`src/rtl/flink_pkg.sv`:
```
package flink_pkg;

    localparam int FRAME_BYTES = 16;
    localparam int DATA_BYTES  = 11;
    localparam int DATA_W      = DATA_BYTES * 8;
    localparam int NUM_CODES   = 8;
    localparam logic [7:0] DELIM    = 8'h40;
    localparam logic [7:0] CRC_POLY = 8'h07;
    localparam logic [3:0] LAST_IDX = 4'(FRAME_BYTES - 1);
    localparam logic [3:0] DATA_LO  = 4'd4;

    typedef logic [7:0] byte_t;

    typedef enum logic [1:0] {
        RX_HUNT,
        RX_BODY,
        RX_HOLD
    } rx_state_e;

    typedef enum logic {
        TX_IDLE,
        TX_SEND
    } tx_state_e;

    // header fields kept for the reply
    typedef struct packed {
        byte_t dest;
        byte_t src;
        byte_t instr;
    } frame_hdr_t;

    // one byte through a CRC-8, MSB first, no reflection
    function automatic byte_t crc8_step(byte_t crc, byte_t b);
        byte_t c;
        c = crc ^ b;
        for (int i = 0; i < 8; i++) begin
            c = c[7] ? ((c << 1) ^ CRC_POLY) : (c << 1);
        end
        return c;
    endfunction

endpackage

```
`src/rtl/flink_rx.sv`:
```
module flink_rx
    import flink_pkg::*;
#(
    parameter int TIMEOUT_CYCLES = 100000
) (
    input  logic                clk,
    input  logic                rst,
    input  logic [7:0]          node_addr,
    input  logic                rx_valid,
    input  logic [7:0]          rx_byte,
    input  logic                release_i,
    output logic                cmd_valid,
    output logic [2:0]          cmd_code,
    output logic [7:0]          cmd_src,
    output logic [DATA_W-1:0]   cmd_data,
    output logic                crc_fail,
    output logic                busy
);

    localparam int TW = $clog2(TIMEOUT_CYCLES + 1);
    localparam logic [TW-1:0] TMO_LAST = TW'(TIMEOUT_CYCLES - 1);

    rx_state_e   state;
    logic [3:0]  idx;
    byte_t       crc_q;
    frame_hdr_t  hdr_q;
    byte_t       data_q [DATA_BYTES];
    logic [TW-1:0] timer;

    always_ff @(posedge clk) begin
        if (rst) begin
            state     <= RX_HUNT;
            idx       <= '0;
            crc_q     <= '0;
            hdr_q     <= '0;
            timer     <= '0;
            cmd_valid <= 1'b0;
            crc_fail  <= 1'b0;
            for (int i = 0; i < DATA_BYTES; i++) data_q[i] <= '0;
        end else begin
            cmd_valid <= 1'b0;
            crc_fail  <= 1'b0;
            case (state)
                RX_HUNT: begin
                    if (rx_valid && rx_byte == DELIM) begin
                        state <= RX_BODY;
                        idx   <= 4'd1;
                        crc_q <= crc8_step(8'h00, rx_byte);
                        timer <= '0;
                    end
                end
                RX_BODY: begin
                    if (rx_valid) begin
                        timer <= '0;
                        idx   <= idx + 4'd1;
                        if (idx != LAST_IDX) crc_q <= crc8_step(crc_q, rx_byte);
                        case (idx)
                            4'd1: hdr_q.dest  <= rx_byte;
                            4'd2: hdr_q.src   <= rx_byte;
                            4'd3: hdr_q.instr <= rx_byte;
                            default: ;
                        endcase
                        for (int i = 0; i < DATA_BYTES; i++) begin
                            if (idx == DATA_LO + 4'(i)) data_q[i] <= rx_byte;
                        end
                        if (idx == LAST_IDX) begin
                            state <= RX_HUNT;
                            if (hdr_q.dest == node_addr) begin
                                if (rx_byte != crc_q) begin
                                    crc_fail <= 1'b1;
                                end else if (hdr_q.instr < 8'(NUM_CODES)) begin
                                    cmd_valid <= 1'b1;
                                    state     <= RX_HOLD;
                                end
                            end
                        end
                    end else if (timer == TMO_LAST) begin
                        state <= RX_HUNT;
                    end else begin
                        timer <= timer + 1'b1;
                    end
                end
                RX_HOLD: begin
                    if (release_i) state <= RX_HUNT;
                end
                default: state <= RX_HUNT;
            endcase
        end
    end

    assign cmd_code = hdr_q.instr[2:0];
    assign cmd_src  = hdr_q.src;
    assign busy     = (state == RX_HOLD);

    for (genvar g = 0; g < DATA_BYTES; g++) begin : g_flat
        assign cmd_data[g*8 +: 8] = data_q[g];
    end

endmodule

```
`src/rtl/flink_tx.sv`:
```
module flink_tx
    import flink_pkg::*;
(
    input  logic              clk,
    input  logic              rst,
    input  logic              start,
    input  logic [7:0]        node_addr,
    input  logic [7:0]        peer_addr,
    input  logic [7:0]        instr,
    input  logic [DATA_W-1:0] reply_data,
    input  logic              tx_ready,
    output logic              tx_valid,
    output logic [7:0]        tx_byte,
    output logic              tx_en,
    output logic              done
);

    tx_state_e  state;
    logic [3:0] idx;
    byte_t      crc_q;
    byte_t      peer_q;
    byte_t      instr_q;
    byte_t      data_q [DATA_BYTES];
    logic       take;

    assign tx_valid = (state == TX_SEND);
    assign tx_en    = (state == TX_SEND);
    assign take     = tx_valid && tx_ready;
    assign done     = take && (idx == LAST_IDX);

    always_comb begin
        tx_byte = crc_q;
        case (idx)
            4'd0: tx_byte = DELIM;
            4'd1: tx_byte = peer_q;
            4'd2: tx_byte = node_addr;
            4'd3: tx_byte = instr_q;
            default: begin
                for (int i = 0; i < DATA_BYTES; i++) begin
                    if (idx == DATA_LO + 4'(i)) tx_byte = data_q[i];
                end
            end
        endcase
    end

    always_ff @(posedge clk) begin
        if (rst) begin
            state   <= TX_IDLE;
            idx     <= '0;
            crc_q   <= '0;
            peer_q  <= '0;
            instr_q <= '0;
            for (int i = 0; i < DATA_BYTES; i++) data_q[i] <= '0;
        end else if (state == TX_IDLE) begin
            if (start) begin
                state   <= TX_SEND;
                idx     <= '0;
                crc_q   <= '0;
                peer_q  <= peer_addr;
                instr_q <= instr;
                for (int i = 0; i < DATA_BYTES; i++) data_q[i] <= reply_data[i*8 +: 8];
            end
        end else if (take) begin
            idx <= idx + 4'd1;
            if (idx != LAST_IDX) crc_q <= crc8_step(crc_q, tx_byte);
            if (idx == LAST_IDX) state <= TX_IDLE;
        end
    end

endmodule

```
`src/rtl/frame_link_slave.sv`:
```
module frame_link_slave
    import flink_pkg::*;
#(
    parameter int TIMEOUT_CYCLES = 100000
) (
    input  logic              clk,
    input  logic              rst,
    input  logic [7:0]        node_addr,
    input  logic              rx_valid,
    input  logic [7:0]        rx_byte,
    output logic              cmd_valid,
    output logic [2:0]        cmd_code,
    output logic [7:0]        cmd_src,
    output logic [DATA_W-1:0] cmd_data,
    input  logic              reply_start,
    input  logic [DATA_W-1:0] reply_data,
    input  logic              tx_ready,
    output logic              tx_valid,
    output logic [7:0]        tx_byte,
    output logic              tx_en,
    output logic [7:0]        crc_err_count
);

    logic crc_fail;
    logic busy;
    logic tx_done;
    logic tx_go;

    flink_rx #(.TIMEOUT_CYCLES(TIMEOUT_CYCLES)) u_rx (
        .clk       (clk),
        .rst       (rst),
        .node_addr (node_addr),
        .rx_valid  (rx_valid),
        .rx_byte   (rx_byte),
        .release_i (tx_done),
        .cmd_valid (cmd_valid),
        .cmd_code  (cmd_code),
        .cmd_src   (cmd_src),
        .cmd_data  (cmd_data),
        .crc_fail  (crc_fail),
        .busy      (busy)
    );

    assign tx_go = reply_start && busy && !tx_en;

    flink_tx u_tx (
        .clk        (clk),
        .rst        (rst),
        .start      (tx_go),
        .node_addr  (node_addr),
        .peer_addr  (cmd_src),
        .instr      ({5'd0, cmd_code}),
        .reply_data (reply_data),
        .tx_ready   (tx_ready),
        .tx_valid   (tx_valid),
        .tx_byte    (tx_byte),
        .tx_en      (tx_en),
        .done       (tx_done)
    );

    always_ff @(posedge clk) begin
        if (rst) begin
            crc_err_count <= '0;
        end else if (crc_fail && crc_err_count != 8'hFF) begin
            crc_err_count <= crc_err_count + 8'd1;
        end
    end

endmodule

```
`config.mk`:
```
export PLATFORM = sky130hd
export DESIGN_NAME = frame_link_slave
export DESIGN_NICKNAME = d
export VERILOG_FILES = /design/src/rtl/flink_pkg.sv /design/src/rtl/flink_rx.sv /design/src/rtl/flink_tx.sv /design/src/rtl/frame_link_slave.sv
export SDC_FILE = /design/constraint.sdc
export NUM_CORES = 1
export LEC_CHECK = 0
export ABC_AREA = 1
export BUFFER_PORTS_ARGS = -buffer_cell sky130_fd_sc_hd__buf_2
export CAP_MARGIN = 20
export CORE_MARGIN = 2
export CORE_UTILIZATION = 51
export DETAILED_ROUTE_END_ITERATION = 10
export GPL_TIMING_DRIVEN = 0
export PLACE_DENSITY = 0.77
export SETUP_SLACK_MARGIN = 0.2
export SLEW_MARGIN = 20
export SYNTH_ARGS = -nofsm -noshare
export SYNTH_HDL_FRONTEND = slang
export SYNTH_SLANG_ARGS = --single-unit
export TNS_END_PERCENT = 30
```
`constraint.sdc`:
```
create_clock -name clk -period 2.3 [get_ports clk]
set_input_delay 0.23 -clock clk [delete_from_list [all_inputs] [get_ports clk]]
set_output_delay 0.23 -clock clk [all_outputs]
set_load 0.02 [all_outputs]
```
* After elaboration in Yosys (flattened, before gate mapping)
Memory sizes are Yosys's and may differ from the RTL's. Cells that the tools add are included.
Cells by class: magnitude comparators 1, mux-type cells 151, add/sub/neg operators 4, bitwise logic cells 53, reduce and logical (&&, ||, !) cells 23, equality and inequality tests 48
Operators with widths (count):
- $mux 8 | 40
- $mux 3 | 24
- $not 3->3 | 24
- $mux 1 | 66
- $eq 4x4->1 const B | 16
- $mux 17 | 3
- $pmux 17 s2 | 1
- $eq 4x3->1 const B | 8
- $pmux 8 s4 | 1
- $or 1x1->1 | 22
- $mux 4 | 5
- $reduce_and 3->1 | 6
- $add 17x1->17 const B | 1
- $eq 17x17->1 const B | 1
- $eq 4x2->1 const B | 4
- $mux 2 | 8
- $pmux 8 s2 | 1
- $xor 8x8->8 | 2
- $add 4x1->4 const B | 2
- $add 8x1->8 const B | 1
- $eq 4x1->1 const B | 2
- $eq 8x7->1 const B | 1
- $eq 8x8->1 | 1
- $lt 8x4->1 const B | 1
- other kinds (21) | 39
Word-level totals: bits in writable memories 176, register bits 89, input port bits 109, memories 2
Memories:
- u_rx.data_q | words 11, width 8, read ports 11, clocked after memory_dff 0, write ports 11, RTL line flink_rx.sv:27 | byte_t data_q [DATA_BYTES];
- u_tx.data_q | words 11, width 8, read ports 11, clocked after memory_dff 0, write ports 11, RTL line flink_tx.sv:23 | byte_t data_q [DATA_BYTES];

* Logic depth before layout (Yosys ltp)
word-level depth 33, mapped depth 25

* Modules after synthesis
From an unflattened synthesis, not the netlist that was laid out.
Unflattened totals: cells, all modules 1646, area total of the unflattened synthesis 13419.1 µm²
By module, submodules not included:
- flink_rx | area each 6662.6 µm², instances 1, cells an instance 748, seq. area each 3783.6 µm²
- flink_tx | area each 6306.0 µm², instances 1, cells an instance 825, seq. area each 3223.1 µm²
- frame_link_slave | area each 450.4 µm², instances 1, cells an instance 73, seq. area each 160.2 µm²

* Worst setup path after synthesis
Ideal clock, no wire load.
kind reg-to-reg, start register u_tx.idx[0], end register u_tx.crc_q[2], path slack -0.137 ns, arrival 2.367 ns, cell stages (with the launch flop) 25, clock period less this slack 2.437 ns, data required time 2.230 ns, library setup time 0.070 ns, path through dfxtp_1 -> inv_1 -> ha_1 -> inv_1 -> nor2_4 -> inv_2 -> nand3_1 -> nand3_1 -> nand2_1 -> nand2_1 -> nand2_1 -> nand3_1 -> nand3_1 -> nand2_1 -> nand2_1 -> nand2_1 -> nand2_1 -> nand2_1 -> nand2_1 -> nand2_1 -> nand3_1 -> nand2_1 -> nand2_1 -> nand3_1 -> a21oi_1
On the way: word-level cells in the longest chain between the ends 22, elaborated cells between the ends (all ways) 43, those cells by class eq/ne (16); mux (20); bitwise (5); reduce/logical (2)
RTL lines:
- start, declared | RTL line flink_tx.sv:19 | logic [3:0] idx;
- start signal, assigned | RTL line flink_tx.sv:64 | idx <= idx + 4'd1;
- $eq 4x3->1 | RTL line flink_tx.sv:40 | if (idx == DATA_LO + 4'(i)) tx_byte = data_q[i];
- $mux 8 (11 in a row) | RTL line flink_tx.sv:40
- $pmux 8 s4 | RTL line flink_tx.sv:33 | case (idx)
- $xor 8x8->8 | RTL line flink_pkg.sv:35 | c = crc ^ b;
- $mux 3 or $not 3->3 (tied branches)
- $not 3->3 (no line) or $mux 3 (tied branches)
- $mux 3 or $not 3->3 (tied branches)
- $not 3->3 (no line) or $mux 3 (tied branches)
- $mux 3 | RTL line flink_pkg.sv:37 | c = c[7] ? ((c << 1) ^ CRC_POLY) : (c << 1);
- $mux 8 | RTL line flink_tx.sv:65 | if (idx != LAST_IDX) crc_q <= crc8_step(crc_q, tx_byte);
- $mux 8 | RTL line flink_tx.sv:63 | end else if (take) begin
- $mux 8 | RTL line flink_tx.sv:54 | end else if (state == TX_IDLE) begin
- end signal, assigned | RTL line flink_tx.sv:65
- end, declared | RTL line flink_tx.sv:20 | byte_t crc_q;
Several ways; a longest one is shown, not always the timed one. The select of a mux whose other input is x is not followed. A chain may end at the register's enable or synchronous reset.

* Worst setup path in the final report
start register u_tx.idx[1], end output port tx_byte[0]
On the way: word-level cells in the longest chain between the ends 13, elaborated cells between the ends (all ways) 27, those cells by class eq/ne (14); mux (12); reduce/logical (1)
RTL lines:
- $eq 4x3->1 | RTL line flink_tx.sv:40
- $mux 8 (11 in a row) | RTL line flink_tx.sv:40
- $pmux 8 s4 * | RTL line flink_tx.sv:33
- end, declared | RTL line frame_link_slave.sv:19 | output logic [7:0] tx_byte,
Every way passes the cells marked *; elsewhere a longest branch is shown, timed or not.

==> results_dict.tcl <==
set metrics [dict create \
    outcome "finished, violations left" \
    failed_checks "setup timing" \
    worstSkewPairLatency_ps 530 \
    ys_seq_elements 265 \
    cts-buffers-inserted 27 \
    start_kind "register" \
    grt_first_pass_wirelength_mm 51.8 \
    ys_seq_area_share_pct 56.6 \
    fillCellCount 1707 \
    postSynth.asyncResetShare_pct 0 \
    area_growth_pct 35.6 \
    ant_nets 0 \
    path_max_fanout 4 \
    maxSlewHeadroom_pct 27.4 \
    h-tree-depth 1 \
    num_vias 11186 \
    crit_chain "clkinv_4 -> buf_6 -> ha_4 -> buf_4 -> nand4_1 -> nand3_2 -> nand3_2 -> nand3_1 -> nand2_1 -> nand2_1 -> nand2_1 -> nand3_1 -> nand3_1 -> nand2_1 -> nand2_1 -> nand2_2 -> nand2_2 -> inv_2 -> buf_6" \
    crit_family "simple AND/OR/NAND/NOR gates" \
    skew_ps 14.6 \
    fp.coreArea_um2 24200 \
    synthFlopType "edfxtp_1" \
    layout.cells.most_common_list "nor2_1, buf_2, edfxtp_1" \
    io_pins 227 \
    initial_core_util_pct 51.7 \
    crit_path_frequent_cell "nand2_1" \
    worst_hold_slack_ps 8.38 \
    worst_slack_ps -649 \
    tritoncts "built" \
    slowest_delay_ps 390 \
    antenna_found_initial 0 \
    finalSetupTns_ps -12010 \
    hpwlAfterDp_mm 23.4 \
    row_count 57 \
    grt_usage_pct 25.1 \
    clock_path_buffers 3 \
    synth_edf_count 176 \
    fin_crit_ps 2950 \
    layout-drive-gt1-share_pct 34.7 \
    critPathCaptureType "output pin" \
    dp_slack_ps -524 \
    synth_cell_types 44 \
    synthCells 1441 \
    drtIter0Drc 874 \
    synthesis.nets 1567 \
    p_leak_nw 7.56 \
    utilization_pct 70.1 \
    max_cap_violations 0 \
    avgRoutedWirePerCell_um 16.4 \
    path_class "register to output pin" \
    grt_max_degree 97 \
    die-area_um2 25800 \
    finalCritPeriodShare_pct 128 \
    slew_violations 0 \
    clock.fmax_ghz 0.339 \
    cts_root_buf "clkbuf_16" \
    hp-class "input pin to register" \
    yosysWarnings 0 \
    worst_path_max_delay_cell "dfxtp_4" \
    multi_input_area_um2 5300 \
    gp_congestion 0.894 \
    fp.dieW_um 161 \
    die_y_um 161 \
    diodes 0 \
    power_mw 12.4 \
    worst_pin_slew_ps 1090 \
    layout_commonest_cell "nor2_1" \
    setup_viol 36 \
    critPathArrivalTime_ps 2720 \
    avgSynthCellArea_um2 8.67 \
    layout.area.seq_um2 7080 \
    drt-vias-per-instance 5.25 \
    critPathBufInv 5 \
    vdd_drop_max_mv 0.505 \
    synth_area_um2 12500 \
    rsz0062_at_grt "yes" \
    drc_errors 0 \
    grt.overflow.total 0 \
    grt_pass1_vias 10340 \
    p_per_area_nw_per_um2 731 \
    io_buffers 225 \
    finalWirelength_mm 35.0 \
    path_clk_slew_ps 60 \
    hold_viol_final 0 \
    required_ps 2070 \
    final_nets 1913 \
    numClockSinks 265 \
    first_pass_iters 6 \
]
[per-layer routing]
| metal | part of all wire (%) | track usage [%] | routed length, um | vias to the layer above |
|---|---|---|---|---|
| met3 | 8.3 | 4.44 | 2900 | 117 |
| met4 | 4.0 | 9.34 | 1420 | 0 |
| met1 | 38 | 30.9 | 13200 | 5161 |
| li1 | - | - | - | 5377 |
| met2 | 50 | 44.3 | 17400 | 531 |
| met5 | 0 | 0 | 0 | - |
[worst reg2reg max path, delay by kind of cell, from the launching register on]
| kind | cells | cell delay, ps |
|---|---|---|
| AND/OR/NAND/NOR | 20 | 1660 |
| buffers and inverters | 4 | 450 |
| flip-flops | 1 | 370 |
| adder cells (fa/ha/maj) | 1 | 170 |
| AO/OA/AOI/OAI | 1 | 150 |
[stage by stage]
stage          area (um2)  cells
2_1_floorplan       12700   1441
3_3_place_gp        14200   1990
4_1_cts             16000   2095
5_1_grt             16900   2131
6_report            16900   2131
3_5_place_dp        14200   1990
[worst paths after layout]
path,start,to,slack (ps),depth (start not counted)
max,u_tx.idx[1],tx_byte[0],-650,19
min,reply_data[3],u_tx.data_q[0][3],8,3
max reg2reg,u_tx.idx[1],u_tx.crc_q[1],-560,26
min reg2reg,u_tx.peer_q[1],u_tx.peer_q[1],450,2
[flip-flops by register name, indices dropped and copies added (netlist names), 8 cells and up]
signal / flops
u_rx.data_q: 88
u_tx.data_q: 88
u_rx.timer: 17
u_rx.hdr_q: 13
crc_err_count: 8
u_rx.cmd_src: 8
u_rx.crc_q: 8
u_tx.crc_q: 8
u_tx.peer_q: 8
[cells in the mapped netlist, types with 3 or more instances]
| cell | number | area (um2) |
|---|---|---|
| nor3_1 | 13 | 65.1 |
| nand3_1 | 108 | 541 |
| nor2_2 | 4 | 25.0 |
| or2_2 | 16 | 100 |
| clkbuf_1 | 26 | 97.6 |
| o211ai_1 | 5 | 37.5 |
| a21oi_1 | 86 | 430 |
| o21ai_0 | 57 | 285 |
| o221ai_1 | 3 | 26.3 |
| a31oi_1 | 5 | 31.3 |
| xnor2_1 | 20 | 175 |
| buf_4 | 13 | 97.6 |
| nor4_1 | 3 | 18.8 |
| buf_2 | 7 | 35.0 |
| edfxtp_1 | 176 | 5290 |
| inv_1 | 195 | 732 |
| nor2_4 | 3 | 33.8 |
| dfxtp_1 | 89 | 1780 |
| or2_0 | 3 | 18.8 |
| xor2_1 | 12 | 105 |
| nor2_1 | 251 | 942 |
| nand2_2 | 4 | 25.0 |
| o21a_1 | 3 | 22.5 |
| nand2_1 | 262 | 983 |
| inv_2 | 11 | 41.3 |
| o2111ai_1 | 4 | 35.0 |
| clkinv_1 | 11 | 41.3 |
| nand4_1 | 12 | 75.1 |
| ha_1 | 17 | 213 |
[where the power goes]
part | switching, mW | internal, mW | leakage, nW
Sequential | 0.168 | 5.46 | 2.54
Combinational | 1.35 | 0.977 | 4.59
Clock | 1.83 | 2.60 | 0.433
Total | 3.35 | 9.03 | 7.56
[cell type report]
| class | count | area share [%] |
|---|---|---|
| Timing Repair inverter | 1 | 0.0517 |
| Buffer | 48 | 1.83 |
| Sequential cell | 265 | 41.8 |
| Timing Repair Buffer | 316 | 12.1 |
| Multi-Input combinational cell | 911 | 31.3 |
| Clock inverter | 19 | 1.19 |
| Tap cell | 324 | 2.39 |
| Inverter | 217 | 5.25 |
| Clock buffer | 30 | 4.05 |
[logic make-up after synthesis]
group / count (synthesis) / share of synthesized area, %
buffers and inverters: 265 / 8.42
DFF: 265 / 56.6
and+or+nand+nor: 689 / 23.5
AOI/OAI and AO/OA: 173 / 7.63
xor gates and xnor gates: 32 / 2.24
adders and majority gates: 17 / 1.70
[what timing repair did]
| action | 4_1_cts | 5_1_grt |
|---|---|---|
| hold buffers | 21 | 0 |
| endpoints found under the setup margin | 261 | 264 |
| endpoints found under the hold margin | 21 | 0 |
| resized for setup | 118 | 197 |
| pin swaps | 38 | 67 |
| gates cloned | 2 | 3 |
| buffers inserted | 33 | 33 |
Power figures use the tool's default switching activity.
